[config.mk]
export PLATFORM = sky130hd
export DESIGN_NAME = sram_lane_ctrl
export DESIGN_NICKNAME = d
export VERILOG_FILES = /design/src/rtl/sram_lane_pkg.sv /design/src/rtl/sram_lane_seq.sv /design/src/rtl/sram_lane_gather.sv /design/src/rtl/sram_depth_strap.sv /design/src/rtl/sram_lane_ctrl.sv
export SDC_FILE = /design/constraint.sdc
export NUM_CORES = 1
export LEC_CHECK = 0
export BUFFER_PORTS_ARGS = -buffer_cell sky130_fd_sc_hd__buf_2
export CORE_MARGIN = 4
export CORE_UTILIZATION = 42
export DETAILED_ROUTE_END_ITERATION = 7
export HOLD_SLACK_MARGIN = 0.05
export PLACE_DENSITY = 0.72
export SYNTH_ARGS = -nofsm -noshare
export SYNTH_HDL_FRONTEND = slang
export SYNTH_SLANG_ARGS = --single-unit
[constraint.sdc]
create_clock -name clk -period 2.1 [get_ports clk]
set_input_delay 0.42 -clock clk [delete_from_list [all_inputs] [get_ports clk]]
set_output_delay 0.42 -clock clk [all_outputs]
set_load 0.05 [all_outputs]
[src/rtl/sram_lane_pkg.sv]
package sram_lane_pkg;

    typedef enum logic [2:0] {
        ST_IDLE,
        ST_RD,
        ST_WSU,
        ST_WP,
        ST_WH,
        ST_TURN
    } seq_state_e;

    // Nanoseconds-in-picoseconds to whole clock cycles, rounded up, at least one.
    function automatic int unsigned ps_to_cycles(input int unsigned t_ps,
                                                 input int unsigned clk_ps);
        int unsigned c;
        c = (t_ps + clk_ps - 1) / clk_ps;
        return (c == 0) ? 1 : c;
    endfunction

    function automatic int unsigned max_u(input int unsigned a, input int unsigned b);
        return (a > b) ? a : b;
    endfunction

endpackage

[src/rtl/sram_lane_seq.sv]
module sram_lane_seq
    import sram_lane_pkg::*;
#(
    parameter int unsigned ADDR_W    = 20,
    parameter int unsigned DATA_W    = 32,
    parameter int unsigned LANES     = 4,
    parameter int unsigned CLK_PS    = 4000,
    parameter int unsigned T_ACC_PS  = 12000,
    parameter int unsigned T_WSU_PS  = 1000,
    parameter int unsigned T_WP_PS   = 10000,
    parameter int unsigned T_SD_PS   = 7000,
    parameter int unsigned T_WH_PS   = 1000,
    parameter int unsigned T_TA_PS   = 7000
) (
    input  logic              clk,
    input  logic              rst_n,
    input  logic              req_valid,
    output logic              req_ready,
    input  logic              req_write,
    input  logic [ADDR_W-1:0] req_addr,
    input  logic [DATA_W-1:0] req_wdata,
    input  logic [LANES-1:0]  req_mask,
    output logic [ADDR_W-1:0] mem_addr,
    output logic [LANES-1:0]  mem_cs_n,
    output logic              mem_oe_n,
    output logic              mem_we_n,
    output logic [DATA_W-1:0] mem_dq_out,
    output logic              mem_dq_oe,
    output logic              cap_en,
    output logic [LANES-1:0]  cap_mask
);

    localparam int unsigned RD_C  = ps_to_cycles(T_ACC_PS, CLK_PS);
    localparam int unsigned WSU_C = ps_to_cycles(T_WSU_PS, CLK_PS);
    localparam int unsigned WP_C  = ps_to_cycles(max_u(T_WP_PS, T_SD_PS), CLK_PS);
    localparam int unsigned WH_C  = ps_to_cycles(T_WH_PS, CLK_PS);
    localparam int unsigned TA_C  = ps_to_cycles(T_TA_PS, CLK_PS);
    localparam int unsigned MAX_C = max_u(max_u(RD_C, WSU_C), max_u(max_u(WP_C, WH_C), TA_C));
    localparam int unsigned CNT_W = $clog2(MAX_C + 1);

    typedef struct packed {
        seq_state_e        st;
        logic [CNT_W-1:0]  cnt;
        logic [ADDR_W-1:0] addr;
        logic [DATA_W-1:0] wdata;
        logic [LANES-1:0]  mask;
        logic [LANES-1:0]  cs_n;
        logic              oe_n;
        logic              we_n;
        logic              dq_oe;
    } seq_regs_t;

    seq_regs_t seq_d, seq_q;

    always_comb begin
        seq_d = seq_q;
        unique case (seq_q.st)
            ST_IDLE: begin
                if (req_valid) begin
                    seq_d.addr  = req_addr;
                    seq_d.wdata = req_wdata;
                    seq_d.mask  = req_mask;
                    seq_d.cs_n  = ~req_mask;
                    if (req_write) begin
                        seq_d.st    = ST_WSU;
                        seq_d.cnt   = CNT_W'(WSU_C - 1);
                        seq_d.dq_oe = 1'b1;
                    end else begin
                        seq_d.st    = ST_RD;
                        seq_d.cnt   = CNT_W'(RD_C - 1);
                        seq_d.oe_n  = 1'b0;
                    end
                end
            end
            ST_RD: begin
                if (seq_q.cnt != '0) begin
                    seq_d.cnt = seq_q.cnt - 1'b1;
                end else begin
                    seq_d.st   = ST_TURN;
                    seq_d.cnt  = CNT_W'(TA_C - 1);
                    seq_d.cs_n = '1;
                    seq_d.oe_n = 1'b1;
                end
            end
            ST_WSU: begin
                if (seq_q.cnt != '0) begin
                    seq_d.cnt = seq_q.cnt - 1'b1;
                end else begin
                    seq_d.st   = ST_WP;
                    seq_d.cnt  = CNT_W'(WP_C - 1);
                    seq_d.we_n = 1'b0;
                end
            end
            ST_WP: begin
                if (seq_q.cnt != '0) begin
                    seq_d.cnt = seq_q.cnt - 1'b1;
                end else begin
                    seq_d.st   = ST_WH;
                    seq_d.cnt  = CNT_W'(WH_C - 1);
                    seq_d.we_n = 1'b1;
                end
            end
            ST_WH: begin
                if (seq_q.cnt != '0) begin
                    seq_d.cnt = seq_q.cnt - 1'b1;
                end else begin
                    seq_d.st    = ST_IDLE;
                    seq_d.cs_n  = '1;
                    seq_d.dq_oe = 1'b0;
                end
            end
            ST_TURN: begin
                if (seq_q.cnt != '0) begin
                    seq_d.cnt = seq_q.cnt - 1'b1;
                end else begin
                    seq_d.st = ST_IDLE;
                end
            end
            default: begin
                seq_d.st    = ST_IDLE;
                seq_d.cs_n  = '1;
                seq_d.oe_n  = 1'b1;
                seq_d.we_n  = 1'b1;
                seq_d.dq_oe = 1'b0;
            end
        endcase
    end

    always_ff @(posedge clk or negedge rst_n) begin
        if (!rst_n) begin
            seq_q.st    <= ST_IDLE;
            seq_q.cnt   <= '0;
            seq_q.addr  <= '0;
            seq_q.wdata <= '0;
            seq_q.mask  <= '0;
            seq_q.cs_n  <= '1;
            seq_q.oe_n  <= 1'b1;
            seq_q.we_n  <= 1'b1;
            seq_q.dq_oe <= 1'b0;
        end else begin
            seq_q <= seq_d;
        end
    end

    assign req_ready  = (seq_q.st == ST_IDLE);
    assign mem_addr   = seq_q.addr;
    assign mem_cs_n   = seq_q.cs_n;
    assign mem_oe_n   = seq_q.oe_n;
    assign mem_we_n   = seq_q.we_n;
    assign mem_dq_out = seq_q.wdata;
    assign mem_dq_oe  = seq_q.dq_oe;
    assign cap_en     = (seq_q.st == ST_RD) && (seq_q.cnt == '0);
    assign cap_mask   = seq_q.mask;

endmodule

[src/rtl/sram_lane_gather.sv]
module sram_lane_gather #(
    parameter int unsigned DATA_W = 32,
    parameter int unsigned LANES  = 4
) (
    input  logic              clk,
    input  logic              rst_n,
    input  logic              cap_en,
    input  logic [LANES-1:0]  cap_mask,
    input  logic [DATA_W-1:0] dq_in,
    output logic              rd_valid,
    output logic [DATA_W-1:0] rd_data
);

    localparam int unsigned LANE_W = DATA_W / LANES;

    typedef struct packed {
        logic              valid;
        logic [DATA_W-1:0] data;
    } gather_regs_t;

    gather_regs_t g_d, g_q;
    logic [DATA_W-1:0] masked;

    for (genvar i = 0; i < LANES; i++) begin : g_lane
        assign masked[i*LANE_W +: LANE_W] = cap_mask[i] ? dq_in[i*LANE_W +: LANE_W] : '0;
    end

    always_comb begin
        g_d       = g_q;
        g_d.valid = cap_en;
        if (cap_en) begin
            g_d.data = masked;
        end
    end

    always_ff @(posedge clk or negedge rst_n) begin
        if (!rst_n) begin
            g_q.valid <= 1'b0;
            g_q.data  <= '0;
        end else begin
            g_q <= g_d;
        end
    end

    assign rd_valid = g_q.valid;
    assign rd_data  = g_q.data;

endmodule

[src/rtl/sram_depth_strap.sv]
module sram_depth_strap #(
    parameter int unsigned PD_W     = 4,
    parameter logic [3:0]  PD_MATCH = 4'b1010,
    parameter int unsigned DEPTH    = 20,
    parameter int unsigned OUT_W    = 5
) (
    input  logic             clk,
    input  logic             rst_n,
    input  logic [PD_W-1:0]  pd,
    output logic [OUT_W-1:0] depth_log2
);

    typedef struct packed {
        logic [OUT_W-1:0] depth;
    } strap_regs_t;

    strap_regs_t s_d, s_q;

    always_comb begin
        s_d.depth = (pd == PD_W'(PD_MATCH)) ? OUT_W'(DEPTH) : '0;
    end

    always_ff @(posedge clk or negedge rst_n) begin
        if (!rst_n) begin
            s_q.depth <= '0;
        end else begin
            s_q <= s_d;
        end
    end

    assign depth_log2 = s_q.depth;

endmodule

[src/rtl/sram_lane_ctrl.sv]
module sram_lane_ctrl #(
    parameter int unsigned ADDR_W   = 20,
    parameter int unsigned DATA_W   = 32,
    parameter int unsigned LANES    = 4,
    parameter int unsigned PD_W     = 4,
    parameter logic [3:0]  PD_MATCH = 4'b1010,
    parameter int unsigned CLK_PS   = 4000,
    parameter int unsigned T_ACC_PS = 12000,
    parameter int unsigned T_WSU_PS = 1000,
    parameter int unsigned T_WP_PS  = 10000,
    parameter int unsigned T_SD_PS  = 7000,
    parameter int unsigned T_WH_PS  = 1000,
    parameter int unsigned T_TA_PS  = 7000
) (
    input  logic                          clk,
    input  logic                          rst_n,
    input  logic                          req_valid,
    output logic                          req_ready,
    input  logic                          req_write,
    input  logic [ADDR_W-1:0]             req_addr,
    input  logic [DATA_W-1:0]             req_wdata,
    input  logic [LANES-1:0]              req_mask,
    output logic                          rd_valid,
    output logic [DATA_W-1:0]             rd_data,
    output logic [ADDR_W-1:0]             mem_addr,
    output logic [LANES-1:0]              mem_cs_n,
    output logic                          mem_oe_n,
    output logic                          mem_we_n,
    output logic [DATA_W-1:0]             mem_dq_out,
    output logic                          mem_dq_oe,
    input  logic [DATA_W-1:0]             mem_dq_in,
    input  logic [PD_W-1:0]               mem_pd,
    output logic [$clog2(ADDR_W+1)-1:0]   mem_depth_log2
);

    localparam int unsigned DEPTH_W = $clog2(ADDR_W + 1);

    logic             cap_en;
    logic [LANES-1:0] cap_mask;

    sram_lane_seq #(
        .ADDR_W(ADDR_W), .DATA_W(DATA_W), .LANES(LANES), .CLK_PS(CLK_PS),
        .T_ACC_PS(T_ACC_PS), .T_WSU_PS(T_WSU_PS), .T_WP_PS(T_WP_PS),
        .T_SD_PS(T_SD_PS), .T_WH_PS(T_WH_PS), .T_TA_PS(T_TA_PS)
    ) u_seq (
        .clk        (clk),
        .rst_n      (rst_n),
        .req_valid  (req_valid),
        .req_ready  (req_ready),
        .req_write  (req_write),
        .req_addr   (req_addr),
        .req_wdata  (req_wdata),
        .req_mask   (req_mask),
        .mem_addr   (mem_addr),
        .mem_cs_n   (mem_cs_n),
        .mem_oe_n   (mem_oe_n),
        .mem_we_n   (mem_we_n),
        .mem_dq_out (mem_dq_out),
        .mem_dq_oe  (mem_dq_oe),
        .cap_en     (cap_en),
        .cap_mask   (cap_mask)
    );

    sram_lane_gather #(.DATA_W(DATA_W), .LANES(LANES)) u_gather (
        .clk      (clk),
        .rst_n    (rst_n),
        .cap_en   (cap_en),
        .cap_mask (cap_mask),
        .dq_in    (mem_dq_in),
        .rd_valid (rd_valid),
        .rd_data  (rd_data)
    );

    sram_depth_strap #(
        .PD_W(PD_W), .PD_MATCH(PD_MATCH), .DEPTH(ADDR_W), .OUT_W(DEPTH_W)
    ) u_strap (
        .clk        (clk),
        .rst_n      (rst_n),
        .pd         (mem_pd),
        .depth_log2 (mem_depth_log2)
    );

endmodule

=== Yosys cells after proc, flatten, opt, wreduce, memory -nomap -nowiden ===
Cells that the tools add are included.

* Bits in writable memories: 0
* Bits of input ports: 96
* Memories kept: 0
* Logic and storage cells: 78
* Register bits after elaboration: 106
* Bits in latches: 0
* Bits in read-only memories: 0

* $add $sub $neg: 1
* Shift operators: 0
* Equality and inequality tests: 15
* Divide/modulo/power cells: 0
* Order comparisons: 0
* Bitwise logic cells: 5
* Multiplexer cells: 28
* Reduce and logical (&&, ||, !) cells: 17
* $mul: 0

{| class="wikitable"
|+ Operators by type and width
! cell !! number
|-
| $mux W66 || 1
|-
| $mux W8 || 4
|-
| $pmux W4 S4 || 1
|-
| $pmux W3 S5 || 1
|-
| $ne A2 B2 Y1 const B || 7
|-
| $mux W3 || 4
|-
| $reduce_and A4 Y1 || 3
|-
| $reduce_or A4 Y1 || 3
|-
| $mux W5 || 2
|-
| $pmux W2 S5 || 1
|-
| $pmux W1 S3 || 3
|-
| $mux W2 || 4
|-
| $mux W4 || 2
|-
| $eq A3 B2 Y1 const B || 2
|-
| $eq A3 B3 Y1 const B || 2
|-
| $reduce_and A3 Y1 || 2
|-
| $mux W1 || 5
|-
| $reduce_and A5 Y1 || 1
|-
| $reduce_bool A5 Y1 || 1
|-
| $eq A4 B4 Y1 const B || 1
|-
| $ne A2 B1 Y1 const B || 2
|-
| $not A1 Y1 || 4
|-
| $not A4 Y4 || 1
|-
| $eq A3 B1 Y1 const B || 1
|-
| 8 further kinds || 8
|}

=== Longest topological paths before layout ===
Gate-level depths: netlist (run 1).

* Depth in word-level cells: 4
* Mapped depth: 9
* Gate-level depth less buffers: 6

=== Hierarchy ===
From an unflattened synthesis (run 1), not the netlist that was laid out.

* Cells, all modules: 404
* Area total of the unflattened synthesis: 5072.4 um^2

{| class="wikitable"
|+ Modules (own cells, without submodules)
! module !! cells an instance !! times used !! seq. area each (um^2) !! area an instance (um^2)
|-
| sram_lane_seq || 257 || 1 || 1709.1 || 3643.5
|-
| sram_lane_gather || 140 || 1 || 825.8 || 1357.6
|-
| sram_depth_strap || 7 || 1 || 25.0 || 71.3
|}

=== Worst setup path after synthesis (run 1) ===
Ideal clock, no wire load.

* Path type: register -> register
* Start: reg u_seq.seq_q[66] in the netlist's numbering
* End: reg u_seq.seq_q, in the netlist u_seq.mem_cs_n[0]
* Arrival: 1.764 ns
* Period minus slack after synthesis: 1.846 ns
* Slack: 0.254 ns
* Stages on the path, launching flop included: 5
* Data required time: 2.018 ns
* Setup time: 0.082 ns
* Buffers on the path: 1
* Cells stage by stage: dfrtp_1 -> buf_2 -> nor3_2 -> o21ai_0 -> mux2_2

* Elaborated cells between the ends (all ways): 13
* Those cells by class: eq/ne (8); mux (1); bitwise (1); reduce/logical (3)

{| class="wikitable"
|+ RTL lines
! what !! line !! source
|-
| start, declared || sram_lane_seq.sv:53 || <nowiki>seq_regs_t seq_d, seq_q;</nowiki>
|-
| start signal, assigned || sram_lane_seq.sv:141 || <nowiki>seq_q <= seq_d;</nowiki>
|-
| $logic_not A3 Y1 (*) || n/a ||
|-
| net req_ready || sram_lane_ctrl.sv:18 || <nowiki>output logic req_ready,</nowiki>
|-
| $ne A2 B2 Y1 (no line) || n/a ||
|-
| $reduce_and A4 Y1 (no line) || n/a ||
|}

Mark *: on every way through the listed nets, which the timed path passes. The rest lies on a longest branch.
A chain may end at the register's enable or synchronous reset.

=== Final worst setup path (run 1) ===
* Start: reg u_seq.seq_q[67] in the netlist's numbering
* End: out req_ready

* Word-level cells in the longest chain between the ends: 1

{| class="wikitable"
|+ RTL lines
! what !! line !! source
|-
| $logic_not A3 Y1 || sram_lane_seq.sv:145 || <nowiki>assign req_ready = (seq_q.st == ST_IDLE);</nowiki>
|-
| end, declared || sram_lane_ctrl.sv:18 ||
|}

No other way between the ends.

==> results.rst, run 1 <==
.. list-table::
   :header-rows: 1

   * - Metric
     - Value
   * - Run status
     - complete, no violations
   * - Sequential area share after synthesis
     - a little under three fifths
   * - Launch instance of the worst min-delay path
     - req_mask[3]
   * - Final total negative setup slack
     - 0 ns
   * - Number of buffers created by CTS
     - 9
   * - Area of the multi-input gates
     - roughly 0.0014 sq mm
   * - Final design area excluding fillers
     - ~0.0055 sq mm
   * - Starting Density
     - between 40 and 50%
   * - Number of maximum-capacitance violations
     - 0
   * - Classification of the worst-slack hold path
     - in2reg
   * - Core ar.
     - ~0.011 sq mm
   * - Post-Route WL
     - ~10000 um
   * - Later-pin clock latency in the skew report
     - 0.35 ns
   * - Count of final max-slew check failures
     - 0
   * - Crit path arrival time
     - between 1.5 and 2 ns
   * - Register clock-pin slew on the reported worst setup and hold paths
     - roughly 0.090 ns
   * - Filler cells
     - about 960
   * - Worst-path fanout max
     - 14
   * - Setup violation total in the final timing report
     - 0
   * - Cell depth of the worst flop-to-flop path
     - 7
   * - Layout cell share with drive strength beyond 1
     - 46.8%
   * - Tmin final
     - roughly 2.0 ns
   * - RePlAce Congestion
     - roughly 0.84
   * - Number of clock sinks
     - between 100 and 150
   * - Number of storage elements in the synthesis netlist
     - ~100
   * - Height of the die
     - between 100 and 150 um
   * - RR Endpoint
     - u_gather.rd_data[4]
   * - Max frequency
     - 502 MHz
   * - First-pass GRT wire length
     - ~16,000 um
   * - Endpoint kind of the worst setup timing path
     - output port
   * - Number of nets with antenna violations after routing
     - 0
   * - Crit path launch
     - u_seq.seq_q[67]
   * - Crit start category
     - register
   * - Number of antenna repair diodes
     - 0
   * - Router iterations before antenna repair
     - 4
   * - Maximum clock skew at final layout
     - between 0.009 and 0.01 ns
   * - DRC violation count after routing
     - 0
   * - Vias in the first global route
     - roughly 3.2k
   * - Number of flops mapped to enable cells by yosys
     - 0
   * - Wire length per cell
     - roughly 15 um
   * - Number of placement rows
     - 37
   * - Placed wire-length estimate
     - 7690 um
   * - Global route total overflow
     - 0
   * - Count of boundary I/O pins
     - ~190
   * - Postcts setup bufs
     - 0
   * - DIE AREA
     - roughly 0.013 sq mm
   * - Netlist Area Pre-Place
     - between 0.004 and 0.005 sq mm
   * - Highest-count cells in the layout ignoring fill and taps
     - 189 x sky130_fd_sc_hd__buf_2, 96 x sky130_fd_sc_hd__dfrtp_1, 70 x sky130_fd_sc_hd__nand2_1
   * - Final worst path period share
     - 94.8%
   * - Initial antenna violation count
     - 1
   * - CTS H-Tree Depth
     - 3
   * - Root buf cell
     - sky130_fd_sc_hd__clkbuf_8
   * - Async set-reset flop share out of synthesis
     - between 90% and 100%
   * - Commonest non-fill, non-tap cell in the layout
     - sky130_fd_sc_hd__buf_2
   * - Number of buffers on the longest clock path
     - 2
   * - Number of distinct standard cells referenced by the synthesized netlist
     - 35
   * - Placement Cell Area
     - 0.00526 sq mm
   * - Cell type of the slowest stage on the worst timing path
     - sky130_fd_sc_hd__dfrtp_1
   * - Biggest cell delay along the critical path
     - around 0.59 ns
   * - Predominant post-synthesis flop cell
     - sky130_fd_sc_hd__dfrtp_1
   * - Total via count after detailed routing
     - roughly 3.1k
   * - Mean instance size in the synthesized netlist
     - 11.4 sq um
   * - Final count of hold timing violations
     - 0
   * - Instance count along the most critical hold path
     - 2
   * - Ys Warns
     - 0
   * - Die width
     - between 100 and 150 um
   * - DRC marker count from the first detailed-route iteration
     - a little under 100
   * - Reg-to-reg startpoint
     - u_seq.seq_q[63]
   * - Min-Delay Endpoint
     - u_seq.mem_cs_n[3]
   * - Final Net Count
     - around 630
   * - Synthesized instance count
     - around 400
   * - RSZ-0062 raised after global routing
     - no
   * - CTS tree
     - yes
   * - Mean number of vias per cell
     - ~4.6
   * - Largest net degree at the start of global routing
     - between 60 and 70
   * - Total routing usage reported by global routing
     - 15.5%
   * - Worst rel slew slack
     - between 60 and 70%
   * - Critical path class
     - reg2out
   * - Minimum setup slack among reg-to-reg paths
     - approximately 0.19 ns
   * - Cell breakdown of the critical path
     - nor3_4 > buf_2
   * - Slew at the pin closest to its max-slew limit
     - 0.544 ns
   * - Sequential Area
     - between 0.002 and 0.003 sq mm
   * - Port Buffer Count
     - 190
   * - Relative area change from synthesis to final layout
     - 19.6%
   * - CP Data Required Time
     - ~1.7 ns
-- stage by stage --
| step | instances | worst slack (ns) | hold WS (ns) | utilization (%) |
|---|---|---|---|---|
| global route | 674 | 0.0125 | 0.186 | 52.3 |
| finish | 674 | 0.108 | 0.203 | 52.3 |
| CTS | 674 | 0.0177 | 0.179 | 52.3 |
| detailed placement | 657 | 0.218 | 0.394 | 50.0 |
| floorplan | 406 | 0.254 | 0.124 | - |
| global placement | 657 | 0.280 | 0.382 | 50.0 |
-- cells in the mapped netlist, drive strengths merged, types with 2 or more instances --
| cell type | instances | area share [%] |
|---|---|---|
| clkbuf | 5 | 0.41 |
| o22a | 2 | 0.38 |
| dfrtp | 96 | 52 |
| nor2b | 2 | 0.27 |
| mux2 | 57 | 14 |
| nor3 | 2 | 0.44 |
| inv | 6 | 0.49 |
| nor4 | 3 | 0.41 |
| o32a | 2 | 0.44 |
| a21oi | 5 | 0.54 |
| buf | 78 | 12 |
| ha | 3 | 0.82 |
| nor2 | 10 | 0.82 |
| nand2 | 70 | 5.7 |
| o21ai | 43 | 4.7 |
| dfstp | 6 | 3.4 |
-- how the worst max path moves through the flow --
stage	depth (start not counted)	end
floorplan	4	u_seq.mem_cs_n[0]
global placement	7	u_gather.rd_data[16]
detailed placement	7	u_gather.rd_data[0]
CTS	2	req_ready
global route	2	req_ready
finish	2	req_ready
-- registers in the layout (all words and copies together), names as in the netlist --
name,count
u_gather.rd_valid,1
u_seq.seq_q,5
u_seq.mem_addr,20
u_strap.depth_log2,1
u_gather.rd_data,32
u_seq.cap_mask,4
u_seq.mem_dq_out,32
u_seq.mem_cs_n,4
u_seq.mem_we_n,1
u_seq.mem_dq_oe,1
u_seq.mem_oe_n,1
-- final cells by class --
| class | count | share of cell area (%) |
|---|---|---|
| multi-input combinational | 215 | 26.4 |
| sequential | 102 | 46.6 |
| clock buffer | 9 | 2.25 |
| timing repair buffer | 199 | 19.5 |
| clock inverter | 7 | 1.80 |
| tap | 136 | 3.10 |
| inverter | 6 | 0.410 |
-- worst max-delay path: cells and delay by family, from the launching register on --
family | cells | cell delay (ns)
buffers and inverters | 1 | 0.31
flip-flops | 1 | 0.59
AND/OR/NAND/NOR | 1 | 0.32
-- logic make-up (layout without fill, tap and decap cells) --
family	count (synthesis)	after routing	share of synthesized area (%)
and+or+nand+nor	91	91	8.35
adders and majority gates	3	3	0.816
AOI/OAI and AO/OA	60	60	7.62
muxes	58	58	14.2
buffers and inverters	89	221	13.3
DFF	102	102	55.7
other	1	3	0.0816
-- timing repair --
action | CTS | global route
gates resized for setup | 0 | 1
hold endpoints to repair | 30 | 0
hold buffers | 1 | 0
setup endpoints to repair | 0 | 1
-- per-layer routing --
layer	global-route usage [%]	wire length, um	part of all wire (%)	vias to the layer above
li1	-	-	-	1544
met3	3.83	779	7.8	14
met5	0	12	0.12	-
met4	5.45	156	1.6	2
met2	26.5	4910	49	133
met1	19.3	4100	41	1435
Power of run 1 is not shown: default switching activity piles up to over one toggle a cycle in this logic, so the estimate is an artifact.
==> run 2: changes to the inputs <==
--- a/config.mk
+++ b/config.mk
@@ -7,10 +7,10 @@
 export LEC_CHECK = 0
 export BUFFER_PORTS_ARGS = -buffer_cell sky130_fd_sc_hd__buf_2
 export CORE_MARGIN = 4
-export CORE_UTILIZATION = 42
+export CORE_UTILIZATION = 40
 export DETAILED_ROUTE_END_ITERATION = 7
 export HOLD_SLACK_MARGIN = 0.05
-export PLACE_DENSITY = 0.72
+export PLACE_DENSITY_LB_ADDON = 0.12
 export SYNTH_ARGS = -nofsm -noshare
 export SYNTH_HDL_FRONTEND = slang
 export SYNTH_SLANG_ARGS = --single-unit
==> run 2 against run 1 <==
  * Clock skew down 0.0055 ns
  * Sequential share of layout area down 0.20 points
  * Routed wire length up 0.54%
  * Non-clock buffer count down 1
==> results.rst, run 2 (same netlist as run 1, synthesis figures left out) <==
.. list-table::
   :header-rows: 1

   * - Metric
     - Value
   * - Run status
     - complete, no violations
   * - Total routing usage reported by global routing
     - 15.3% (-0.23 points)
   * - Initial antenna violation count
     - 0 (-1)
   * - Die width
     - 115 um (+2.3%)
   * - DIE AREA
     - 0.0133 sq mm (+4.6%)
   * - Wire length per cell
     - 14.8 um (about the same)
   * - CP Data Required Time
     - 1.68 ns (about the same)
   * - Setup violation total in the final timing report
     - 0 (unchanged)
   * - Relative area change from synthesis to final layout
     - 20.1%
   * - Number of antenna repair diodes
     - 0 (unchanged)
   * - CTS tree
     - yes
   * - Register clock-pin slew on the reported worst setup and hold paths
     - 0.06 ns (-0.03 ns)
   * - Crit path launch
     - u_seq.seq_q[67]
   * - Number of buffers on the longest clock path
     - 2 (unchanged)
   * - Postcts setup bufs
     - 0 (unchanged)
   * - Worst rel slew slack
     - 60.5% (-3.2 points)
   * - Number of buffers created by CTS
     - 9 (unchanged)
   * - Count of boundary I/O pins
     - 194 (unchanged)
   * - Post-route setup slack
     - 0.163 ns (+0.0551 ns)
   * - Mean number of vias per cell
     - 4.67 (+0.64%)
   * - RSZ-0062 raised after global routing
     - no
   * - Endpoint kind of the worst setup timing path
     - output port
   * - Cell depth of the worst flop-to-flop path
     - 7 (unchanged)
   * - Root buf cell
     - sky130_fd_sc_hd__clkbuf_16
   * - Final total negative setup slack
     - 0 ns (unchanged)
   * - Cell type of the slowest stage on the worst timing path
     - sky130_fd_sc_hd__dfrtp_1
   * - First-pass GRT wire length
     - 15,700 um (-0.26%)
   * - Highest-count cells in the layout ignoring fill and taps
     - 189 x sky130_fd_sc_hd__buf_2, 96 x sky130_fd_sc_hd__dfrtp_1, 70 x sky130_fd_sc_hd__nand2_1
   * - Hold-fix buffer count after cts
     - 0 (-1)
   * - Number of clock sinks
     - 102 (unchanged)
   * - Worst-path fanout max
     - 9 (-5)
   * - DRC marker count from the first detailed-route iteration
     - 192 (+94%)
   * - Met2 capacity usage during global routing
     - 26.4% (-0.034 points)
   * - Router iterations before antenna repair
     - 4 (unchanged)
   * - Slew at the pin closest to its max-slew limit
     - 0.593 ns (+0.0487 ns)
   * - Core ar.
     - 0.0110 sq mm (+5.0%)
   * - Reg-to-reg startpoint
     - u_seq.seq_q[63]
   * - Layout cell share with drive strength beyond 1
     - 46.6% (-0.29 points)
   * - Global routing met1 resource utilization
     - 17.6% (-1.7 points)
   * - Later-pin clock latency in the skew report
     - 0.34 ns (about the same)
   * - Critical path class
     - reg2out
   * - Count of final max-slew check failures
     - 0 (unchanged)
   * - DRC violation count after routing
     - 0 (unchanged)
   * - Busiest grt layer
     - met2
   * - Placement Cell Area
     - 0.00525 sq mm (-0.14%)
   * - Commonest non-fill, non-tap cell in the layout
     - sky130_fd_sc_hd__buf_2
   * - Placed wire-length estimate
     - 7660 um (-0.35%)
   * - Maximum clock skew at final layout
     - 0.00406 ns (-0.00552 ns)
   * - Crit path arrival time
     - 1.52 ns (-0.05 ns)
   * - CTS H-Tree Depth
     - 3 (unchanged)
   * - Count of cells resized by post-cts repair
     - 0 (unchanged)
   * - Post-Place Worst Slack
     - 0.202 ns (-0.0159 ns)
   * - Port Buffer Count
     - 190 (unchanged)
   * - Final worst path period share
     - 92.2% (-2.6 points)
   * - Post-Route WL
     - 10,000 um (+0.54%)
   * - Final count of hold timing violations
     - 0 (unchanged)
   * - Global route total overflow
     - 0 (unchanged)
   * - Height of the die
     - 115 um (+2.3%)
   * - Vias in the first global route
     - 3,190 (-0.25%)
   * - Classification of the worst-slack hold path
     - in2async
   * - Number of nets with antenna violations after routing
     - 0 (unchanged)
   * - Cell breakdown of the critical path
     - nor3_2 > buf_2
   * - Met3 GRT Util
     - 6.05% (+2.2 points)
   * - Biggest cell delay along the critical path
     - 0.49 ns (-0.10 ns)
   * - Crit start category
     - register
   * - Total via count after detailed routing
     - 3,162 (+1.1%)
   * - Tmin final
     - 1.94 ns (-0.0551 ns)
   * - Number of placement rows
     - 38 (+2.7%)
   * - Number of maximum-capacitance violations
     - 0 (unchanged)
   * - Max frequency
     - 516 MHz (+2.8%)
   * - Final Net Count
     - 631 (-0.16%)
   * - Starting Density
     - 41.7% (-2.1 points)
   * - Largest net degree at the start of global routing
     - 66 (unchanged)
   * - RePlAce Congestion
     - 0.747 (-11%)
   * - Final design area excluding fillers
     - 0.00552 sq mm (+0.43%)
## run 2: cell types whose count changed in the layout (fill, tap and decap cells not counted)
| cell | previous run | this run |
|---|---|---|
| sky130_fd_sc_hd__clkbuf_16 | 0 | 9 |
| sky130_fd_sc_hd__clkbuf_8 | 9 | 1 |
| sky130_fd_sc_hd__bufinv_16 | 2 | 0 |
| sky130_fd_sc_hd__clkbuf_1 | 0 | 2 |
| sky130_fd_sc_hd__clkinv_2 | 1 | 3 |
| sky130_fd_sc_hd__clkinv_4 | 3 | 1 |
| sky130_fd_sc_hd__buf_12 | 4 | 3 |
| sky130_fd_sc_hd__buf_4 | 5 | 6 |
| sky130_fd_sc_hd__clkinvlp_4 | 1 | 0 |
| sky130_fd_sc_hd__dlygate4sd3_1 | 1 | 0 |
| sky130_fd_sc_hd__nor3_2 | 0 | 1 |
| sky130_fd_sc_hd__nor3_4 | 2 | 1 |
## run 2: layer usage
metal,wire length [um],vias to the layer above,part of all wire [%]
met5,0,-,0
met4,158,0,1.6
met3,842,14,8.4
met2,5080,106,51
met1,3930,1500,39
li1,-,1542,-
## run 2: through the flow
| step | hold slack (ns) | std cells | util (%) |
|---|---|---|---|
| 2_1_floorplan | 0.124 | 406 | - |
| 3_3_place_gp | 0.461 | 661 | 47.6 |
| 3_5_place_dp | 0.469 | 661 | 47.6 |
| 4_1_cts | 0.0934 | 677 | 50.1 |
| 5_1_grt | 0.106 | 677 | 50.1 |
| 6_report | 0.0648 | 677 | 50.1 |
## run 2: final timing paths
check | endpoint | slack (ns)
max in group asynchronous | u_gather.rd_valid | 1.36
min in group clk | u_strap.depth_log2[2] | 0.22
setup / recovery | req_ready | 0.16
hold / removal | u_strap.depth_log2[2] | 0.06
hold reg to reg | u_seq.mem_dq_out[23] | 0.48
setup reg to reg | u_gather.rd_data[12] | 0.18
## run 2: area by class of cell
type	instances	area, sq um
clock inverters	4	23.8
flip-flops and latches	102	2560
fillers	1052	5510
clock buffers	12	246
multi-input cells	215	1440
repair buffers	198	1050
inverters	6	22.5
well taps	140	175
## run 2: critical path, delay by kind of cell, from the launching register on
kind          cells  cell delay (ns)
flops             1             0.49
buf+inv           1             0.33
simple gates      1             0.36
Power of run 2 is left out for the same reason.
==> run 3: changes to the inputs <==
--- a/config.mk
+++ b/config.mk
@@ -6,8 +6,8 @@
 export NUM_CORES = 1
 export LEC_CHECK = 0
 export BUFFER_PORTS_ARGS = -buffer_cell sky130_fd_sc_hd__buf_2
-export CORE_MARGIN = 4
-export CORE_UTILIZATION = 40
+export CORE_MARGIN = 2
+export CORE_UTILIZATION = 48
 export DETAILED_ROUTE_END_ITERATION = 7
 export HOLD_SLACK_MARGIN = 0.05
 export PLACE_DENSITY_LB_ADDON = 0.12
==> run 3 against run 2 <==
  * Sequential cell count unchanged
  * Core utilization increased by 8.5 points
  * Global-route usage increased by 2.6 points
  * Worst hold slack improved by 0.14 ns
  * Critical path type unchanged
==> results.rst, run 3 (same netlist as run 1, synthesis figures left out) <==
.. list-table::
   :header-rows: 1

   * - Metric
     - Value
   * - Root buf cell
     - sky130_fd_sc_hd__clkbuf_8
   * - CP Data Required Time
     - 1.68 ns (about the same)
   * - Placement Cell Area
     - 0.00525 sq mm (-0.12%)
   * - RSZ-0062 raised after global routing
     - no
   * - Later-pin clock latency in the skew report
     - 0.36 ns (+0.02 ns)
   * - Crit path launch
     - u_seq.seq_q[67]
   * - Layout cell share with drive strength beyond 1
     - 46.8% (+0.29 points)
   * - Reg-to-reg startpoint
     - u_seq.seq_q[65]
   * - Register clock-pin slew on the reported worst setup and hold paths
     - 0.09 ns (+0.03 ns)
   * - Number of nets with antenna violations after routing
     - 0 (unchanged)
   * - Cell type of the slowest stage on the worst timing path
     - sky130_fd_sc_hd__dfrtp_1
   * - Die width
     - 102 um (-12%)
   * - Core ar.
     - 0.00928 sq mm (-16%)
   * - Classification of the worst-slack hold path
     - in2reg
   * - Number of clock sinks
     - 102 (unchanged)
   * - Post-Route WL
     - 9430 um (-5.8%)
   * - DRC violation count after routing
     - 0 (unchanged)
   * - Fin cells
     - 667 (-1.5%)
   * - Biggest cell delay along the critical path
     - 0.57 ns (+0.08 ns)
   * - Final worst path period share
     - 91.9% (-0.27 points)
   * - Final Net Count
     - 633 (+0.32%)
   * - Setup violation total in the final timing report
     - 0 (unchanged)
   * - Count of cells resized by post-cts repair
     - 0 (unchanged)
   * - Largest net degree at the start of global routing
     - 66 (unchanged)
   * - Number of antenna repair diodes
     - 0 (unchanged)
   * - Count of final max-slew check failures
     - 0 (unchanged)
   * - Final design area excluding fillers
     - 0.00544 sq mm (-1.5%)
   * - CTS H-Tree Depth
     - 3 (unchanged)
   * - Worst rel slew slack
     - 65.8% (+5.3 points)
   * - Endpoint kind of the worst setup timing path
     - output port
   * - Number of buffers on the longest clock path
     - 2 (unchanged)
   * - CTS tree
     - yes
   * - RePlAce Congestion
     - 0.856 (+15%)
   * - Vias in the first global route
     - 3,034 (-4.9%)
   * - Number of placement rows
     - 35 (-7.9%)
   * - First-pass GRT wire length
     - 14,400 um (-8.4%)
   * - Wire length per cell
     - 14.1 um (-4.4%)
   * - Router iterations before antenna repair
     - 4 (unchanged)
   * - Relative area change from synthesis to final layout
     - 18.3%
   * - Initial antenna violation count
     - 0 (unchanged)
   * - Slew at the pin closest to its max-slew limit
     - 0.513 ns (-0.0798 ns)
   * - Height of the die
     - 102 um (-12%)
   * - Crit path arrival time
     - 1.51 ns (about the same)
   * - Maximum clock skew at final layout
     - 0.0156 ns (+0.0116 ns)
   * - Critical path class
     - reg2out
   * - Global route total overflow
     - 0 (unchanged)
   * - Count of boundary I/O pins
     - 194 (unchanged)
   * - Max frequency
     - 518 MHz (+0.30%)
   * - Cell breakdown of the critical path
     - nor3_2 > buf_2
   * - Number of buffers created by CTS
     - 9 (unchanged)
   * - Total routing usage reported by global routing
     - 17.9% (+2.6 points)
   * - Minimum setup slack among reg-to-reg paths
     - 0.29 ns (+0.11 ns)
   * - Launch instance of the worst min-delay path
     - req_mask[3]
   * - Final total negative setup slack
     - 0 ns (unchanged)
   * - Total via count after detailed routing
     - 3,168 (+0.19%)
   * - Cell count after placement
     - 651 (-1.5%)
   * - Mean number of vias per cell
     - 4.75 (+1.7%)
   * - DRC marker count from the first detailed-route iteration
     - 86 (-55%)
   * - Commonest non-fill, non-tap cell in the layout
     - sky130_fd_sc_hd__buf_2
   * - Final count of hold timing violations
     - 0 (unchanged)
   * - Filler cells
     - 829 (-21%)
   * - Crit start category
     - register
   * - Starting Density
     - 49.5% (+7.8 points)
   * - Placed wire-length estimate
     - 7030 um (-8.2%)
   * - Highest-count cells in the layout ignoring fill and taps
     - 189 x sky130_fd_sc_hd__buf_2, 96 x sky130_fd_sc_hd__dfrtp_1, 70 x sky130_fd_sc_hd__nand2_1
   * - Port Buffer Count
     - 190 (unchanged)
   * - Fin util
     - 58.6% (+8.5 points)
   * - DIE AREA
     - 0.0104 sq mm (-22%)
   * - Run status
     - complete, no violations
   * - Tmin final
     - 1.93 ns (-0.00572 ns)
   * - Number of maximum-capacitance violations
     - 0 (unchanged)
   * - Worst-path fanout max
     - 15 (+6)
run 3: cell types whose count changed in the layout (fill, tap and decap cells not counted), sizes merged:
cell and change:
clkinv -2, clkinvlp +2, buf +1, clkbuf -1
dlygate4sd3 +1
run 3: area by class of cell:
| class | instances | area [sq um] | area share [%] |
|---|---|---|---|
| tap | 129 | 161 | 2.97 |
| clock buffer | 11 | 151 | 2.78 |
| clock inverter | 4 | 32.5 | 0.598 |
| inverter | 6 | 22.5 | 0.414 |
| sequential | 102 | 2560 | 47.1 |
| multi-input combinational | 215 | 1440 | 26.5 |
| timing repair buffer | 200 | 1070 | 19.6 |
run 3: stage by stage:
step / setup slack, ns / hold slack, ns
after detailed placement: 0.310 / 0.386
after CTS: 0.162 / 0.186
after global routing: 0.0659 / 0.185
final: 0.169 / 0.206
after global placement: 0.355 / 0.379
after floorplan: 0.254 / 0.124
run 3: path summary, 6_finish.rpt:
kind	cells after the start	end
min in group asynchronous	2	u_gather.rd_data[6]
setup reg to reg	4	u_seq.mem_dq_out[3]
hold / removal	2	u_seq.mem_cs_n[3]
max in group asynchronous	3	u_seq.mem_dq_out[25]
setup / recovery	2	req_ready
hold reg to reg	1	u_seq.mem_dq_out[30]
run 3: what timing repair did:
| item | CTS | global route |
|---|---|---|
| hold buffers | 1 | 0 |
| setup buffers | 0 | 0 |
| endpoints found under the hold margin | 26 | 0 |
run 3: metal layers:
metal,vias to the layer above,track usage (%),share of wire [%]
li1,1541,-,-
met1,1506,22.2,42
met2,106,30.7,50
met3,15,3.56,6.3
met4,0,8.00,2.1
met5,-,0,0
run 3: critical path: cells and delay by family, from the launching register on:
family                 cells  cell delay, ns
buffers and inverters      1            0.30
DFF                        1            0.57
and+or+nand+nor            1            0.29
Power of run 3 is left out for the same reason.
